<file path="config.mk">
export PLATFORM = sky130hd
export DESIGN_NAME = tmr_sync_trigger_out
export DESIGN_NICKNAME = d
export VERILOG_FILES = /design/src/rtl/tmr_trgo_pkg.sv /design/src/rtl/tmr_ref_edge.sv /design/src/rtl/tmr_trg_mux.sv /design/src/rtl/tmr_sync_trigger_out.sv
export SDC_FILE = /design/constraint.sdc
export NUM_CORES = 1
export LEC_CHECK = 0
export ABC_AREA = 1
export BUFFER_PORTS_ARGS = -buffer_cell sky130_fd_sc_hd__buf_4
export CAP_MARGIN = 0
export CELL_PAD_IN_SITES_DETAIL_PLACEMENT = 0
export CELL_PAD_IN_SITES_GLOBAL_PLACEMENT = 1
export CORE_AREA = 4 4 41 43
export DETAILED_ROUTE_END_ITERATION = 6
export DIE_AREA = 0 0 45 47
export GPL_TIMING_DRIVEN = 1
export PLACE_DENSITY_LB_ADDON = 0.1
export SKIP_LAST_GASP = 1
export SLEW_MARGIN = 20
export SYNTH_ARGS = -nofsm -noshare
export SYNTH_HDL_FRONTEND = slang
export SYNTH_HIERARCHICAL = 1
export SYNTH_SLANG_ARGS = --single-unit
</file>
<file path="constraint.sdc">
create_clock -name clk -period 1.45 [get_ports clk]
set_clock_uncertainty 0.2 [all_clocks]
set_input_delay 0.29 -clock clk [delete_from_list [all_inputs] [get_ports clk]]
set_output_delay 0.29 -clock clk [all_outputs]
set_load 0.02 [all_outputs]
</file>
<file path="src/rtl/tmr_trgo_pkg.sv">
package tmr_trgo_pkg;
  localparam int unsigned SEL_W    = 3;
  localparam int unsigned NUM_CODE = 1 << SEL_W;
  localparam int unsigned NUM_REF  = 2;
  localparam int unsigned NUM_LIVE = 6;

  typedef enum logic [SEL_W-1:0] {
    TRG_CNT_RESET = 3'b000,
    TRG_CNT_START = 3'b001,
    TRG_UPDATE    = 3'b010,
    TRG_CH0_CC    = 3'b011,
    TRG_REF0_RISE = 3'b100,
    TRG_REF1_RISE = 3'b101,
    TRG_RSVD_A    = 3'b110,
    TRG_RSVD_B    = 3'b111
  } trg_src_e;
endpackage

</file>
<file path="src/rtl/tmr_ref_edge.sv">
module tmr_ref_edge #(
  parameter int unsigned NREF = 2
) (
  input  logic            clk,
  input  logic            rst_n,
  input  logic [NREF-1:0] ref_i,
  output logic [NREF-1:0] rise_o
);
  for (genvar g = 0; g < NREF; g++) begin : g_ref
    logic hist_q;
    logic hist_d;
    logic hist_en;

    always_comb begin
      hist_d  = ref_i[g];
      hist_en = (hist_d != hist_q);
    end

    always_ff @(posedge clk or negedge rst_n) begin
      if (!rst_n)       hist_q <= 1'b0;
      else if (hist_en) hist_q <= hist_d;
    end

    assign rise_o[g] = ref_i[g] & ~hist_q;
  end
endmodule

</file>
<file path="src/rtl/tmr_trg_mux.sv">
module tmr_trg_mux
  import tmr_trgo_pkg::*;
(
  input  logic [SEL_W-1:0]   sel,
  input  logic               ev_rst,
  input  logic               ev_start,
  input  logic               ev_upd,
  input  logic               ev_cc0,
  input  logic [NUM_REF-1:0] ref_rise,
  output logic               pick
);
  logic [NUM_CODE-1:0] src_vec;

  always_comb begin
    src_vec[TRG_CNT_RESET] = ev_rst;
    src_vec[TRG_CNT_START] = ev_start;
    src_vec[TRG_UPDATE]    = ev_upd;
    src_vec[TRG_CH0_CC]    = ev_cc0;
    src_vec[TRG_REF0_RISE] = ref_rise[0];
    src_vec[TRG_REF1_RISE] = ref_rise[1];
  end

  for (genvar g = NUM_LIVE; g < NUM_CODE; g++) begin : g_rsvd
    assign src_vec[g] = 1'b0;
  end

  assign pick = src_vec[sel];
endmodule

</file>
<file path="src/rtl/tmr_sync_trigger_out.sv">
module tmr_sync_trigger_out
  import tmr_trgo_pkg::*;
(
  input  logic       clk,
  input  logic       rst_n,
  input  logic [2:0] sel,
  input  logic       evt_cnt_reset,
  input  logic       evt_cnt_start,
  input  logic       evt_update,
  input  logic       evt_ch0_cc,
  input  logic       cmp_ref0,
  input  logic       cmp_ref1,
  output logic       trgo
);
  logic [NUM_REF-1:0] ref_lvl;
  logic [NUM_REF-1:0] ref_rise;
  logic               pick;
  logic               trgo_q;
  logic               trgo_d;
  logic               trgo_en;

  assign ref_lvl = {cmp_ref1, cmp_ref0};

  tmr_ref_edge #(.NREF(NUM_REF)) u_edge (
    .clk    (clk),
    .rst_n  (rst_n),
    .ref_i  (ref_lvl),
    .rise_o (ref_rise)
  );

  tmr_trg_mux u_mux (
    .sel      (sel),
    .ev_rst   (evt_cnt_reset),
    .ev_start (evt_cnt_start),
    .ev_upd   (evt_update),
    .ev_cc0   (evt_ch0_cc),
    .ref_rise (ref_rise),
    .pick     (pick)
  );

  always_comb begin
    trgo_d  = pick;
    trgo_en = trgo_d | trgo_q;
  end

  always_ff @(posedge clk or negedge rst_n) begin
    if (!rst_n)       trgo_q <= 1'b0;
    else if (trgo_en) trgo_q <= trgo_d;
  end

  assign trgo = trgo_q;
endmodule

</file>
==> run_results.csv <==
group,metric,value,unit
timing,fin_hold_ws,0.0692,ns
layout,diode_insertion_count_for_antenna_repair,0,
worst_setup_path,timing.critical_path.to_type,"output pin",
logic_synthesis,synth.area.top_cells,"sky130_fd_sc_hd__dfrtp_1 (34%), sky130_fd_sc_hd__nand2_1 (22%), sky130_fd_sc_hd__inv_1 (17%)",
detailed_routing,routed_wirelength,469,um
detailed_routing,avgRoutedWirePerCell,7.22,um
worst_setup_path,cp-start-kind,"flop",
worst_setup_path,critPathTopFamily,"flip-flops",
timing,relSlewSlack,88.5,%
logic_synthesis,ys_async_sr_fraction,100,%
worst_setup_path,worst_r2r_path_depth,8,
global_routing,antenna_found_initial,0,
layout,fin_util,27.3,%
clock_tree,cts_inserted_buffers,3,
logic_synthesis,synthesis.area,221,um^2
timing,finalWorstPathRequiredPeriod,1.22,ns
worst_hold_path,startpoint_of_the_lowest_slack_hold_path,"cmp_ref1",
logic_synthesis,netlist.top_cell.by_area,"sky130_fd_sc_hd__dfrtp_1",
placed_design,postPlaceCellArea,319,um^2
clock_tree,cts_buffer_depth,2,
power_and_ir_drop,cellPowerDensity,1180,nW/um^2
worst_setup_path,first_element_of_the_critical_path,"trgo$_DFFE_PN0P_",
layout,drive_gt1_share,30.0,%
timing,post-route-worst-setup-slack,0.231,ns
timing,finalSetupViolations,0,
logic_synthesis,synth-warning-count,6,
detailed_routing,antenna_left,0,
floorplan,initial_utilization,17.0,%
timing,timing.fmax,820,MHz
detailed_routing,detailedRoute.firstIterationViolations,0,
floorplan,floorplan.rows,13,
worst_setup_path,r2r-start,"u_edge/g_ref[1].hist_q$_DFFE_PN0P_",
floorplan,die_area,2120,um^2
clock_tree,ctsRootBufferMaster,"sky130_fd_sc_hd__clkbuf_4",
detailed_routing,num_vias,234,
clock_tree,cts.hold.buffers_added,1,
worst_setup_path,critPathMaxStageDelay,0.35,ns
worst_hold_path,worstHoldPathType,"input pin to flop",
worst_setup_path,timing.critical_path.slowest_stage_cell,"sky130_fd_sc_hd__dfrtp_1",
timing,final_worst_path_period_share,84.1,%
clock_tree,cts.clk_slew.worst_paths,0.04,ns
run_status,run_status,"complete, no violations",
worst_setup_path,critical_path_arrival,0.73,ns
logic_synthesis,number_of_cells_produced_by_synthesis,35,
timing,worst_slew_pin_slew,0.172,ns
global_routing,globalRouteOverflowTotal,0,
logic_synthesis,synth_ff_type,"sky130_fd_sc_hd__dfrtp_1",
floorplan,io_pins,12,
logic_synthesis,yosys.cell_types.count,10,
floorplan,die_width,45,um
clock_tree,post_cts.resized_instances,0,
logic_synthesis,synth_fp_nets,48,
clock_tree,cts.htree.levels,1,
worst_setup_path,critical_path.n_buffers_inverters,1,
layout,design_area,355,um^2
worst_setup_path,crit_fanout,1,
global_routing,grt_first_pass_wirelength,786,um
power_and_ir_drop,leakage,0.223,nW
run,drv_cap,0,
detailed_routing,routed_via_count_divided_by_cell_count,3.60,
clock_tree,clock_insertion_delay_worst_skew,0.23,ns
placed_design,preCtsSetupSlack,0.219,ns
worst_setup_path,timing.critical_path.required,0.96,ns
worst_setup_path,setup.reg_to_reg.worst_slack,0.29,ns
worst_hold_path,worst_hold_path.num_cells,3,
floorplan,core_area,1300,um^2
clock_tree,post_cts.repair.setup_buffers,0,
placed_design,place.detailed.hpwl,405,um
floorplan,die_height,47,um
worst_setup_path,critical_path_cell_count,1,
worst_setup_path,r2r-end,"trgo$_DFFE_PN0P_",
worst_setup_path,critPathCapture,"trgo",
placed_design,port_buffers,11,
logic_synthesis,average_footprint_of_a_synthesized_cell,6.33,um^2
timing,hold_viol,0,
global_routing,first_global_vias,217,
timing,rsz0062_at_grt,"false",
logic_synthesis,number_of_flops_mapped_to_enable_cells_by_yosys,0,
detailed_routing,drc_errors,0,
logic_synthesis,ys_seq_area_share,33.9,%
timing,final-max-slew-violation-count,0,
clock_tree,tritoncts,"built",
worst_setup_path,worstPathCellList,"buf_4",
logic_synthesis,most_frequently_used_cell_type_in_the_post_synthesis_netlist,"sky130_fd_sc_hd__nand2_1",
clock_tree,clock-sinks,3,
placed_design,gp_routability_congestion,0.724,
global_routing,grt_max_degree,5,
logic_synthesis,postSynthRegisterBits,3,
power_and_ir_drop,ir_worst_vdd,0.367,mV
logic_synthesis,yosysTopAreaCellShare,33.9,%
logic_synthesis,synth.cells.most_frequent,"sky130_fd_sc_hd__nand2_1 (13), sky130_fd_sc_hd__inv_1 (10), sky130_fd_sc_hd__dfrtp_1 (3), sky130_fd_sc_hd__ha_1 (2), sky130_fd_sc_hd__nand3_1 (2)",
timing,fin_setup_tns,0,ns
detailed_routing,drt_pre_antenna_iters,1,
layout,layout-area-overhead-vs-synth,60.5,%
worst_setup_path,worstSetupPathType,"flop to output pin",
layout,nNetsFinal,64,
global_routing,global_route.usage.total,5.30,%
cell families (layout without fill, tap and decap cells):
family | count (synthesis) | count (layout) | share of synthesized area [%]
flip-flops | 3 | 3 | 33.9
buffers and inverters | 12 | 27 | 20.3
AO/OA/AOI/OAI | 1 | 1 | 3.39
adder cells (fa/ha/maj) | 2 | 2 | 11.3
AND/OR/NAND/NOR | 17 | 17 | 31.1
metal layers:
layer,global-route usage (%),part of all wire (%),up-vias
li1,-,-,129
met1,5.92,43,98
met2,7.91,46,7
met3,1.53,10,0
met4,5.26,0,0
met5,0,0,-
where the power goes:
group          switching [mW]  leakage, nW  internal, mW
sequential             0.0132       0.0369         0.116
combinational          0.0762        0.171        0.0707
clock                  0.0398       0.0150         0.103
total                   0.129        0.223         0.289
cell usage in the layout (no fill, tap or decap):
master / count
sky130_fd_sc_hd__inv_2: 1
sky130_fd_sc_hd__nor2_1: 1
sky130_fd_sc_hd__dlygate4sd3_1: 1
sky130_fd_sc_hd__nand3_1: 2
sky130_fd_sc_hd__or2_0: 1
sky130_fd_sc_hd__clkbuf_1: 1
sky130_fd_sc_hd__o211ai_1: 1
sky130_fd_sc_hd__dfrtp_1: 3
sky130_fd_sc_hd__buf_4: 11
sky130_fd_sc_hd__nand2_1: 13
sky130_fd_sc_hd__ha_1: 2
sky130_fd_sc_hd__clkbuf_4: 3
sky130_fd_sc_hd__inv_1: 10
final cells by class:
class	instances	area, um^2
fill	149	946
multi-input combinational	20	101
timing repair buffer	12	92.6
sequential	3	75.1
inverter	11	41.3
clock buffer	4	26.3
tap	15	18.8
through the flow:
step                cells  total power, mW
CTS                    65            0.431
global route           65            0.479
detailed placement     60            0.279
floorplan              35            0.231
finish                 65            0.418
global placement       60            0.274
how the worst min path moves through the flow:
stage	slack [ns]	endpoint
final	0.07	u_edge/g_ref[1].hist_q$_DFFE_PN0P_
after global routing	0.07	u_edge/g_ref[1].hist_q$_DFFE_PN0P_
after CTS	0.07	u_edge/g_ref[1].hist_q$_DFFE_PN0P_
after detailed placement	-0.12	u_edge/g_ref[0].hist_q$_DFFE_PN0P_
after global placement	-0.12	u_edge/g_ref[0].hist_q$_DFFE_PN0P_
after floorplan	-0.21	trgo$_DFFE_PN0P_
sequential cells by signal (all words and copies together), names as in the netlist:
register	cells
trgo	1
u_edge/g_ref.hist_q	2
worst reg2reg max path: cells and delay by family (launching register included):
kind	cells	cell delay, ns
buf+inv	2	0.09
flops	1	0.33
fa+ha+maj	1	0.16
simple gates	5	0.26
No activity file was read; power rests on OpenSTA's default activity.
